<file path="src/rtl/qr_seq_pkg.sv">
// Shared types and helpers for the quasi-resonant valley sequencer.
// Assumes nothing beyond a 2-bit phase encoding.
package qr_seq_pkg;

    // Phases of one switching cycle.
    typedef enum logic [1:0] {
        PH_ON     = 2'd0,
        PH_MINOFF = 2'd1,
        PH_ARMED  = 2'd2,
        PH_DELAY  = 2'd3
    } qr_phase_e;

    // Larger of two integers, used when sizing counters.
    function automatic int qr_max(input int a, input int b);
        return (a > b) ? a : b;
    endfunction

endpackage

</file>
<file path="src/rtl/qr_green_detect.sv">
// Deep-light-load detector with hysteresis.
// Enters the mode when the feedback code is below LO, and leaves it when the
// code reaches LO + HYST. Assumes LO + HYST fits in FB_W bits.
module qr_green_detect #(
    parameter int FB_W    = 8,
    parameter int FB_LO   = 120,
    parameter int FB_HYST = 10
) (
    input  logic            clk,
    input  logic            rst_n,
    input  logic [FB_W-1:0] fb_code,
    output logic            green
);

    localparam logic [FB_W-1:0] ENTER_C = FB_W'(FB_LO);
    localparam logic [FB_W-1:0] EXIT_C  = FB_W'(FB_LO + FB_HYST);

    // Hysteretic mode flag, updated every cycle.
    always_ff @(posedge clk) begin
        if (!rst_n) begin
            green <= 1'b0;
        end else if (!green && (fb_code < ENTER_C)) begin
            green <= 1'b1;
        end else if (green && (fb_code >= EXIT_C)) begin
            green <= 1'b0;
        end
    end

endmodule

</file>
<file path="src/rtl/qr_toff_calc.sv">
// Minimum off-interval calculator.
// Maps the feedback code to a count of off cycles: short above FB_HI, long
// at FB_LO or below, and linear between them (one multiply and a shift).
// In deep-light-load mode it returns the start-timer length and asks the
// sequencer to skip valley detection. Assumes FB_HI > FB_LO and
// TMIN_SLOW >= TMIN_FAST.
module qr_toff_calc #(
    parameter int FB_W        = 8,
    parameter int CW          = 20,
    parameter int TMIN_FAST   = 2000,
    parameter int TMIN_SLOW   = 9500,
    parameter int BLANK       = 1000,
    parameter int START_TIMER = 525000,
    parameter int FB_HI       = 210,
    parameter int FB_LO       = 120,
    parameter int FRAC        = 8
) (
    input  logic [FB_W-1:0] fb_code,
    input  logic            green,
    output logic [CW-1:0]   off_len,
    output logic            skip_valley
);

    localparam int SLOPE = ((TMIN_SLOW - TMIN_FAST) << FRAC) / (FB_HI - FB_LO);
    localparam int SW    = $clog2(SLOPE + 1);
    localparam int PW    = FB_W + SW;

    localparam logic [FB_W-1:0] HI_C    = FB_W'(FB_HI);
    localparam logic [FB_W-1:0] LO_C    = FB_W'(FB_LO);
    localparam logic [CW-1:0]   FAST_C  = CW'(TMIN_FAST);
    localparam logic [CW-1:0]   SLOW_C  = CW'(TMIN_SLOW);
    localparam logic [CW-1:0]   BLANK_C = CW'(BLANK);
    localparam logic [CW-1:0]   START_C = CW'(START_TIMER);

    logic [FB_W-1:0] depth;
    logic [PW-1:0]   prod;
    logic [PW-1:0]   step;
    logic [CW-1:0]   raw;

    // Linear stretch: distance below FB_HI times the slope, fraction dropped.
    always_comb begin
        depth = HI_C - fb_code;
        prod  = PW'(depth) * PW'(SLOPE);
        step  = prod >> FRAC;
    end

    // Region select, blanking floor and deep-light-load override.
    always_comb begin
        if (fb_code >= HI_C) begin
            raw = FAST_C;
        end else if (fb_code <= LO_C) begin
            raw = SLOW_C;
        end else begin
            raw = FAST_C + CW'(step);
        end
        if (green) begin
            off_len     = START_C;
            skip_valley = 1'b1;
        end else begin
            off_len     = (raw < BLANK_C) ? BLANK_C : raw;
            skip_valley = 1'b0;
        end
    end

endmodule

</file>
<file path="src/rtl/qr_phase_ctrl.sv">
// Switching-cycle phase controller.
// One phase register and one shared cycle counter walk through the phases
// on, minimum off, armed and valley delay. The off interval and the
// valley-skip flag are captured at the falling edge of the gate and held
// for the whole off phase. Assumes TON_MAX > LEB, TIMEOUT >= 1 and every
// off interval >= 1.
module qr_phase_ctrl
    import qr_seq_pkg::*;
#(
    parameter int CW         = 20,
    parameter int TON_MAX    = 11250,
    parameter int LEB        = 150,
    parameter int TIMEOUT    = 2250,
    parameter int VALLEY_DLY = 50,
    parameter int RST_OFF    = 2000
) (
    input  logic          clk,
    input  logic          rst_n,
    input  logic          cs_trip,
    input  logic          valley_in,
    input  logic [CW-1:0] off_len_in,
    input  logic          skip_in,
    output logic          gate_out
);

    localparam logic [CW-1:0] TON_LAST_C = CW'(TON_MAX - 1);
    localparam logic [CW-1:0] LEB_C      = CW'(LEB);
    localparam logic [CW-1:0] TO_LAST_C  = CW'(TIMEOUT - 1);
    localparam logic [CW-1:0] DLY_LAST_C = CW'((VALLEY_DLY > 0) ? VALLEY_DLY - 1 : 0);
    localparam logic [CW-1:0] RST_C      = CW'(RST_OFF);
    localparam logic          DLY_EN     = (VALLEY_DLY > 0);

    qr_phase_e     ph, ph_nxt;
    logic [CW-1:0] cnt, cnt_nxt;
    logic [CW-1:0] off_len, off_nxt;
    logic          skip, skip_nxt;

    // Next-phase logic for one switching cycle.
    always_comb begin
        ph_nxt   = ph;
        cnt_nxt  = cnt + CW'(1);
        off_nxt  = off_len;
        skip_nxt = skip;
        case (ph)
            PH_ON: begin
                if (((cnt >= LEB_C) && cs_trip) || (cnt == TON_LAST_C)) begin
                    ph_nxt   = PH_MINOFF;
                    cnt_nxt  = '0;
                    off_nxt  = off_len_in;
                    skip_nxt = skip_in;
                end
            end
            PH_MINOFF: begin
                if (cnt == (off_len - CW'(1))) begin
                    cnt_nxt = '0;
                    ph_nxt  = skip ? PH_ON : PH_ARMED;
                end
            end
            PH_ARMED: begin
                if (valley_in) begin
                    cnt_nxt = '0;
                    ph_nxt  = DLY_EN ? PH_DELAY : PH_ON;
                end else if (cnt == TO_LAST_C) begin
                    cnt_nxt = '0;
                    ph_nxt  = PH_ON;
                end
            end
            default: begin
                if (cnt == DLY_LAST_C) begin
                    cnt_nxt = '0;
                    ph_nxt  = PH_ON;
                end
            end
        endcase
    end

    // Phase, counter and captured off-phase settings.
    always_ff @(posedge clk) begin
        if (!rst_n) begin
            ph      <= PH_MINOFF;
            cnt     <= '0;
            off_len <= RST_C;
            skip    <= 1'b0;
        end else begin
            ph      <= ph_nxt;
            cnt     <= cnt_nxt;
            off_len <= off_nxt;
            skip    <= skip_nxt;
        end
    end

    assign gate_out = (ph == PH_ON);

endmodule

</file>
<file path="src/rtl/qr_valley_sequencer.sv">
// Quasi-resonant valley switching sequencer (top).
// Combines the deep-light-load detector, the off-interval calculator and the
// phase controller. All times are in clock cycles. The defaults correspond
// to a 250 MHz clock. Inputs are assumed already synchronous to clk.
module qr_valley_sequencer
    import qr_seq_pkg::*;
#(
    parameter int FB_W        = 8,
    parameter int TON_MAX     = 11250,
    parameter int LEB         = 150,
    parameter int TMIN_FAST   = 2000,
    parameter int TMIN_SLOW   = 9500,
    parameter int TIMEOUT     = 2250,
    parameter int BLANK       = 1000,
    parameter int VALLEY_DLY  = 50,
    parameter int START_TIMER = 525000,
    parameter int FB_HI       = 210,
    parameter int FB_LO       = 120,
    parameter int FB_HYST     = 10,
    parameter int FRAC        = 8
) (
    input  logic            clk,
    input  logic            rst_n,
    input  logic [FB_W-1:0] fb_code,
    input  logic            cs_trip,
    input  logic            valley_in,
    output logic            gate_out
);

    localparam int MAXV    = qr_max(qr_max(TON_MAX, START_TIMER),
                                    qr_max(qr_max(TMIN_SLOW, TIMEOUT),
                                           qr_max(BLANK, VALLEY_DLY)));
    localparam int CW      = $clog2(MAXV + 1);
    localparam int RST_OFF = qr_max(TMIN_FAST, BLANK);

    logic          green;
    logic [CW-1:0] off_len;
    logic          skip_valley;

    qr_green_detect #(
        .FB_W   (FB_W),
        .FB_LO  (FB_LO),
        .FB_HYST(FB_HYST)
    ) green_i (
        .clk    (clk),
        .rst_n  (rst_n),
        .fb_code(fb_code),
        .green  (green)
    );

    qr_toff_calc #(
        .FB_W       (FB_W),
        .CW         (CW),
        .TMIN_FAST  (TMIN_FAST),
        .TMIN_SLOW  (TMIN_SLOW),
        .BLANK      (BLANK),
        .START_TIMER(START_TIMER),
        .FB_HI      (FB_HI),
        .FB_LO      (FB_LO),
        .FRAC       (FRAC)
    ) toff_i (
        .fb_code    (fb_code),
        .green      (green),
        .off_len    (off_len),
        .skip_valley(skip_valley)
    );

    qr_phase_ctrl #(
        .CW        (CW),
        .TON_MAX   (TON_MAX),
        .LEB       (LEB),
        .TIMEOUT   (TIMEOUT),
        .VALLEY_DLY(VALLEY_DLY),
        .RST_OFF   (RST_OFF)
    ) phase_i (
        .clk       (clk),
        .rst_n     (rst_n),
        .cs_trip   (cs_trip),
        .valley_in (valley_in),
        .off_len_in(off_len),
        .skip_in   (skip_valley),
        .gate_out  (gate_out)
    );

endmodule

</file>
<file path="config.mk">
export PLATFORM = sky130hd
export DESIGN_NAME = qr_valley_sequencer
export DESIGN_NICKNAME = d
export VERILOG_FILES = /design/src/rtl/qr_seq_pkg.sv /design/src/rtl/qr_green_detect.sv /design/src/rtl/qr_toff_calc.sv /design/src/rtl/qr_phase_ctrl.sv /design/src/rtl/qr_valley_sequencer.sv
export SDC_FILE = /design/constraint.sdc
export NUM_CORES = 1
export LEC_CHECK = 0
export CORE_AREA = 2 2 107 109
export DETAILED_ROUTE_END_ITERATION = 6
export DIE_AREA = 0 0 109 111
export DONT_BUFFER_PORTS = 1
export SLEW_MARGIN = 20
export SYNTH_ARGS = -nofsm -noshare
export SYNTH_HDL_FRONTEND = slang
export SYNTH_SLANG_ARGS = --single-unit
export TNS_END_PERCENT = 50
</file>
<file path="constraint.sdc">
create_clock -name clk -period 16.1 [get_ports clk]
set_input_delay 3.22 -clock clk [delete_from_list [all_inputs] [get_ports clk]]
set_output_delay 3.22 -clock clk [all_outputs]
set_load 0.01 [all_outputs]
</file>
==> results of run 1 <==
-- worst max path at each step --
| stage | to | cells after the start |
|---|---|---|
| floorplan | phase_i.off_len[0]$_SDFFE_PN0P_ | 22 |
| CTS | phase_i.off_len[0]$_SDFFE_PN0P_ | 23 |
| detailed placement | phase_i.off_len[0]$_SDFFE_PN0P_ | 23 |
| finish | phase_i.off_len[1]$_SDFFE_PN0P_ | 21 |
| global placement | phase_i.off_len[0]$_SDFFE_PN0P_ | 23 |
| global route | phase_i.off_len[0]$_SDFFE_PN0P_ | 23 |
-- flip-flops by register name, indices dropped and copies added, names as in the netlist --
signal	count
phase_i.off_len	17
phase_i.cnt	20
phase_i.ph	2
green_i.green	1
-- area by class of cell --
| type | instances | area [µm²] |
|---|---|---|
| Sequential cell | 40 | 801 |
| Clock buffer | 8 | 146 |
| Multi-Input combinational cell | 506 | 3980 |
| Tap cell | 143 | 179 |
| Fill cell | 1084 | 5760 |
| Inverter | 56 | 210 |
| Timing Repair Buffer | 1 | 7.51 |
-- cells by family after synthesis --
logic type      share of synthesized area (%)
xor+xnor                                 11.4
buf+inv                                  5.64
compound gates                           22.6
flops                                    15.8
simple gates                             21.5
fa+ha+maj                                22.5
mux                                     0.593
-- layout by cell type, fill, tap and decap left out, types with 4 or more instances in the layout --
cell,synthesis,final
ha_1,67,67
nor2_1,62,62
inv_1,56,56
dfxtp_1,40,40
nand2_1,37,37
xnor2_1,37,37
a21oi_1,32,32
xor2_1,27,27
nand3_1,17,17
o21ai_0,16,16
fa_1,15,15
nor3_1,12,12
and3_1,12,12
a21o_1,10,10
nand4_1,9,9
a31oi_1,8,8
o211ai_1,8,8
a211oi_1,8,8
nor4_1,7,7
or2_2,5,5
or4_1,5,5
a22oi_1,5,5
o211a_1,5,5
clkbuf_16,0,5
a21boi_0,4,4
and2_1,4,4
nand2b_1,4,4
nor3b_1,4,4
a22o_1,4,4
nor2b_1,4,4
a32o_1,4,4
o2111ai_1,4,4
o21a_1,4,4
-- report_power, final --
part           internal [mW]  total [mW]  switching, mW
Sequential            0.0998       0.101        0.00158
Combinational          0.386       0.975          0.588
Clock                 0.0618      0.0993         0.0375
Total                  0.548        1.18          0.627
-- per-layer routing --
layer  wire, µm  vias up  part of all wire, %  global-route usage (%)
li1           -     2217                    -                       -
met1       5510     2070                   45                    26.6
met2       6310       60                   52                    37.7
met3        282        9                  2.3                    2.00
met4        112        0                 0.92                    4.10
met5          0        -                    0                       0
==> results.json, run 1 <==
{
  "status": "finished, final reports clean",
  "syn_area_um2": 5060,
  "synth_top_area_share_pct": 16.6,
  "route.vias.total": 4356,
  "drc": 0,
  "place_congestion": 0.898,
  "core_area_um2": 11100,
  "cp_top_family": "compound AO/OA/AOI/OAI gates",
  "skew_ns": 0.00173,
  "ys_warn_count": 0,
  "fin_setup_tns_ns": 0,
  "synthArstFlopShare_pct": 0,
  "cts_resized": 0,
  "instances_no_fill": 754,
  "slew_violations": 0,
  "min_to": "phase_i.cnt[0]$_SDFF_PN0_",
  "cts_sinks": 40,
  "cts_buffer_depth": 2,
  "end_kind": "register",
  "grt_pass1_wl_mm": 20.5,
  "power_mw": 1.18,
  "synth_top_cells_by_area": "ha_1, dfxtp_1, xnor2_1",
  "reg2reg_to": "phase_i.cnt[11]$_SDFF_PN0_",
  "finalHoldViolCount": 0,
  "dr.pass1.iters": 4,
  "r2r_cells": 12,
  "path_class": "in -> reg",
  "clk_pin_slew_ns": 0.05,
  "synth_edf_count": 0,
  "routedWlPerCell_um": 16.2,
  "ios": 13,
  "ys_seq_area_share_pct": 15.8,
  "crit_path_max_incr_delay_ns": 0.56,
  "first_global_vias": 4206,
  "synthTopCellsByCount": "ha_1, nor2_1, inv_1",
  "worstMarginPinSlew_ns": 0.830,
  "drtIter0Drc": 383,
  "finalSetupViolations": 0,
  "htreeDepth": 2,
  "antenna_found_initial": 0,
  "dp.cells": 746,
  "period_minus_slack_ns": 9.18,
  "crit_path_cell_trace": "ha_1, or3_2, a21oi_1, xor2_1, ha_1, xor2_1, ha_1, fa_1, inv_1, fa_1, inv_1, ha_1, nand2_1, o31a_1, o31a_1, a311oi_1, o211ai_1, a311oi_1, a211o_2, o211ai_4, a32o_1",
  "areaGrowthSynthToFinish_pct": 5.09,
  "die_w_um": 109,
  "holdWs_ns": 0.516,
  "place_area_um2": 5170,
  "drive_above_1_share_pct": 5.56,
  "slew-limit-headroom_pct": 44.1,
  "antenna_cells": 0,
  "post-cts-setup-buffers": 0,
  "worst_slack_ns": 6.92,
  "fin_area_um2": 5320,
  "maxCapViolations": 0,
  "grt.total_usage_pct": 20.9,
  "via_per_inst": 5.78,
  "port_buffers": 0,
  "ant_nets": 0,
  "cp.arrival_ns": 9.36,
  "insertion_delay_ns": 0.28,
  "postSynthAreaPerCell_um2": 8.18,
  "slowest_stage": "xor2_1",
  "hpwl_mm": 10.1,
  "p_leak_nw": 2.29,
  "fin_util_pct": 48.0,
  "finalNetCount": 704,
  "fin_crit_sh_pct": 57.0,
  "crit_top_cell": "ha_1",
  "hold_path.class": "reg -> reg",
  "synth_top_cell_by_area": "ha_1",
  "cts_buffers": 5,
  "dp_slack_ns": 6.63,
  "die_area_um2": 12100,
  "path_max_fanout": 12,
  "synth.most_common_cell": "ha_1",
  "ys.flop_type": "dfxtp_1",
  "synth_fp_nets": 713,
  "grt_max_degree": 23,
  "rsz0062_at_grt": "false",
  "initial_core_util_pct": 45.7,
  "rows": 39,
  "cts-root-buf": "clkbuf_16",
  "synth.distinct_cells": 80,
  "tritoncts": "built",
  "worstHoldPathCells": 1,
  "die_h_um": 111,
  "r2r_start": "phase_i.off_len[0]$_SDFFE_PN0P_",
  "required_ns": 16.28,
  "cp-start-kind": "primary input",
  "p_per_area_nw_per_um2": 221,
  "grt_overflow": 0,
  "hold_start": "phase_i.cnt[0]$_SDFF_PN0_",
  "syn_inst": 619,
  "fmax_ghz": 0.109,
  "cts_hold_buf": 0,
  "yosys_register_bits": 40,
  "vdd_drop_max_v": 0.000150,
  "reg2reg_slack_ns": 12.95,
  "wl_mm": 12.2,
  "critPathLaunch": "fb_code[0]",
  "crit_buf_inv": 2
}
(Power assumes the default switching activity.)
==> run 2, diff against run 1 <==
Clock period 16.1 ns to 9.2 ns, I/O delays scaled along.
==> run 2 against run 1 <==
Combinational power up 75%; critical path depth down 1; die area unchanged; global-route usage up 0.30 points; design area unchanged; setup slack worse by 5.6 ns; first-iteration DRC count down 11%; clock power up 75%; critical endpoint unchanged; routed wire length up 0.97%; largest cell class unchanged; sequential share of layout area unchanged; non-clock buffer count unchanged.
==> results.json, run 2 (same netlist as run 1, synthesis figures left out) <==
{
  "slew_violations": 0,
  "route.vias.total": 4364,
  "period_minus_slack_ns": 7.84,
  "fin_setup_tns_ns": 0,
  "crit_top_cell": "ha_1",
  "cts_buffers": 5,
  "final_cell_mix": "ha_1, nor2_1, inv_1, dfxtp_1",
  "hold_path.class": "reg -> reg",
  "rsz0062_at_grt": "false",
  "worstMarginPinSlew_ns": 0.831,
  "dr.pass1.iters": 4,
  "drtIter0Drc": 340,
  "largest_reg_flops": 20,
  "place_congestion": 0.898,
  "skew_ns": 0.00172,
  "crit_path_max_incr_delay_ns": 0.58,
  "path_class": "in -> reg",
  "cp-start-kind": "primary input",
  "port_buffers": 0,
  "drc": 0,
  "p_comb_share_pct": 82.9,
  "slowest_stage": "or4_4",
  "cp.arrival_ns": 8.01,
  "holdWs_ns": 0.523,
  "crit_path_cell_trace": "ha_1, or3_2, a21oi_1, xor2_1, xor2_1, ha_1, inv_1, fa_1, fa_1, inv_1, ha_1, nand2_1, or4_4, nand2_2, o311ai_0, a21boi_0, o21ai_0, o32ai_4, o211ai_4, a32o_1",
  "p_leak_nw": 2.29,
  "wl_met1_mm": 5.61,
  "maxCapViolations": 0,
  "cts_resized": 0,
  "reg_top3": "phase_i.cnt: 20 flops, phase_i.off_len: 17 flops, phase_i.ph: 2 flops",
  "required_ns": 9.37,
  "ios": 13,
  "wl_met3_um": 245,
  "finalNetCount": 704,
  "clk_pin_slew_ns": 0.05,
  "final_common_cell": "ha_1",
  "cts_buffer_depth": 2,
  "cts-root-buf": "clkbuf_16",
  "core_area_um2": 11100,
  "switching_share_pct": 53.3,
  "tritoncts": "built",
  "grt.total_usage_pct": 21.2,
  "initial_core_util_pct": 45.7,
  "die_w_um": 109,
  "finalSetupViolations": 0,
  "areaGrowthSynthToFinish_pct": 5.09,
  "end_kind": "register",
  "grt_overflow": 0,
  "p_seq_share_pct": 8.6,
  "dr_wl_met2_mm": 6.30,
  "p_per_area_nw_per_um2": 387,
  "top_layer": "met4",
  "die_h_um": 111,
  "ff_latch_area_um2": 801,
  "grt_pass1_wl_mm": 20.8,
  "fin_crit_sh_pct": 85.2,
  "vdd_drop_max_v": 0.000274,
  "htreeDepth": 2,
  "p_clk_share_pct": 8.4,
  "wl_mm": 12.3,
  "status": "finished, final reports clean",
  "largest-register": "phase_i.cnt",
  "slew-limit-headroom_pct": 44.0,
  "routedWlPerCell_um": 16.4,
  "p_switching_mw": 1.10,
  "drive_above_1_share_pct": 5.56,
  "post-cts-setup-buffers": 0,
  "p_int_mw": 0.960,
  "rows": 39,
  "fill_cells": 1116,
  "antenna_cells": 0,
  "antenna_found_initial": 0,
  "die_area_um2": 12100,
  "multi_input_area_um2": 3980,
  "path_max_fanout": 12,
  "cts_sinks": 40,
  "fmax_ghz": 0.128,
  "ant_nets": 0,
  "cts_hold_buf": 0,
  "insertion_delay_ns": 0.28,
  "hpwl_mm": 10.3,
  "first_global_vias": 4308,
  "via_per_inst": 5.79,
  "grt_max_degree": 23,
  "finalHoldViolCount": 0
}
==> run 2: cell counts in the layout (fill, tap and decap cells not counted) <==
Identical to the previous run, type by type.
==> run 2: worst paths after layout <==
kind	slack [ns]	cells past startpoint	end	startpoint
min reg2reg	0.52	1	phase_i.cnt[0]$_SDFF_PN0_	phase_i.cnt[0]$_SDFF_PN0_
max reg2reg	5.99	12	phase_i.cnt[11]$_SDFF_PN0_	phase_i.off_len[0]$_SDFFE_PN0P_
min	0.52	1	phase_i.cnt[0]$_SDFF_PN0_	phase_i.cnt[0]$_SDFF_PN0_
max	1.36	20	phase_i.off_len[1]$_SDFFE_PN0P_	fb_code[0]
==> run 2: power by group through the flow <==
| stage | sequential, mW | clock [mW] | combinational (mW) |
|---|---|---|---|
| CTS | 0.177 | 0.176 | 1.70 |
| finish | 0.177 | 0.174 | 1.71 |
| global route | 0.178 | 0.184 | 1.91 |
| detailed placement | 0.181 | 0 | 1.69 |
| global placement | 0.181 | 0 | 1.67 |
| floorplan | 0.180 | 0 | 1.38 |
==> run 2: critical path: cells and delay by family <==
family	cells	cell delay (ns)
adders and majority gates	5	1.96
xor gates and xnor gates	2	0.94
buffers and inverters	2	0.13
and+or+nand+nor	4	1.36
AOI/OAI and AO/OA	7	1.78
==> run 2: metrics by stage <==
| step | setup WS [ns] | instances | instance area, µm² | util, % | power, mW |
|---|---|---|---|---|---|
| finish | 1.36 | 754 | 5320 | 48.0 | 2.06 |
| global route | 0.928 | 754 | 5320 | 48.0 | 2.28 |
| CTS | 1.38 | 754 | 5320 | 48.0 | 2.06 |
| detailed placement | 1.09 | 746 | 5170 | 46.7 | 1.88 |
| global placement | 1.22 | 746 | 5170 | 46.7 | 1.85 |
| floorplan | 1.68 | 619 | 5060 | - | 1.56 |
==> run 2: final cells by class <==
cell class / count / share of cell area, %
flip-flops and latches: 40 / 15.1
inverters: 56 / 3.95
repair buffers: 1 / 0.141
multi-input cells: 506 / 74.7
well taps: 143 / 3.36
clock buffers: 8 / 2.75
==> run 2: layer usage <==
layer / up-vias / track usage [%]
met1: 2071 / 26.9
li1: 2221 / -
met5: - / 0
met4: 0 / 5.04
met2: 59 / 37.8
met3: 13 / 2.18
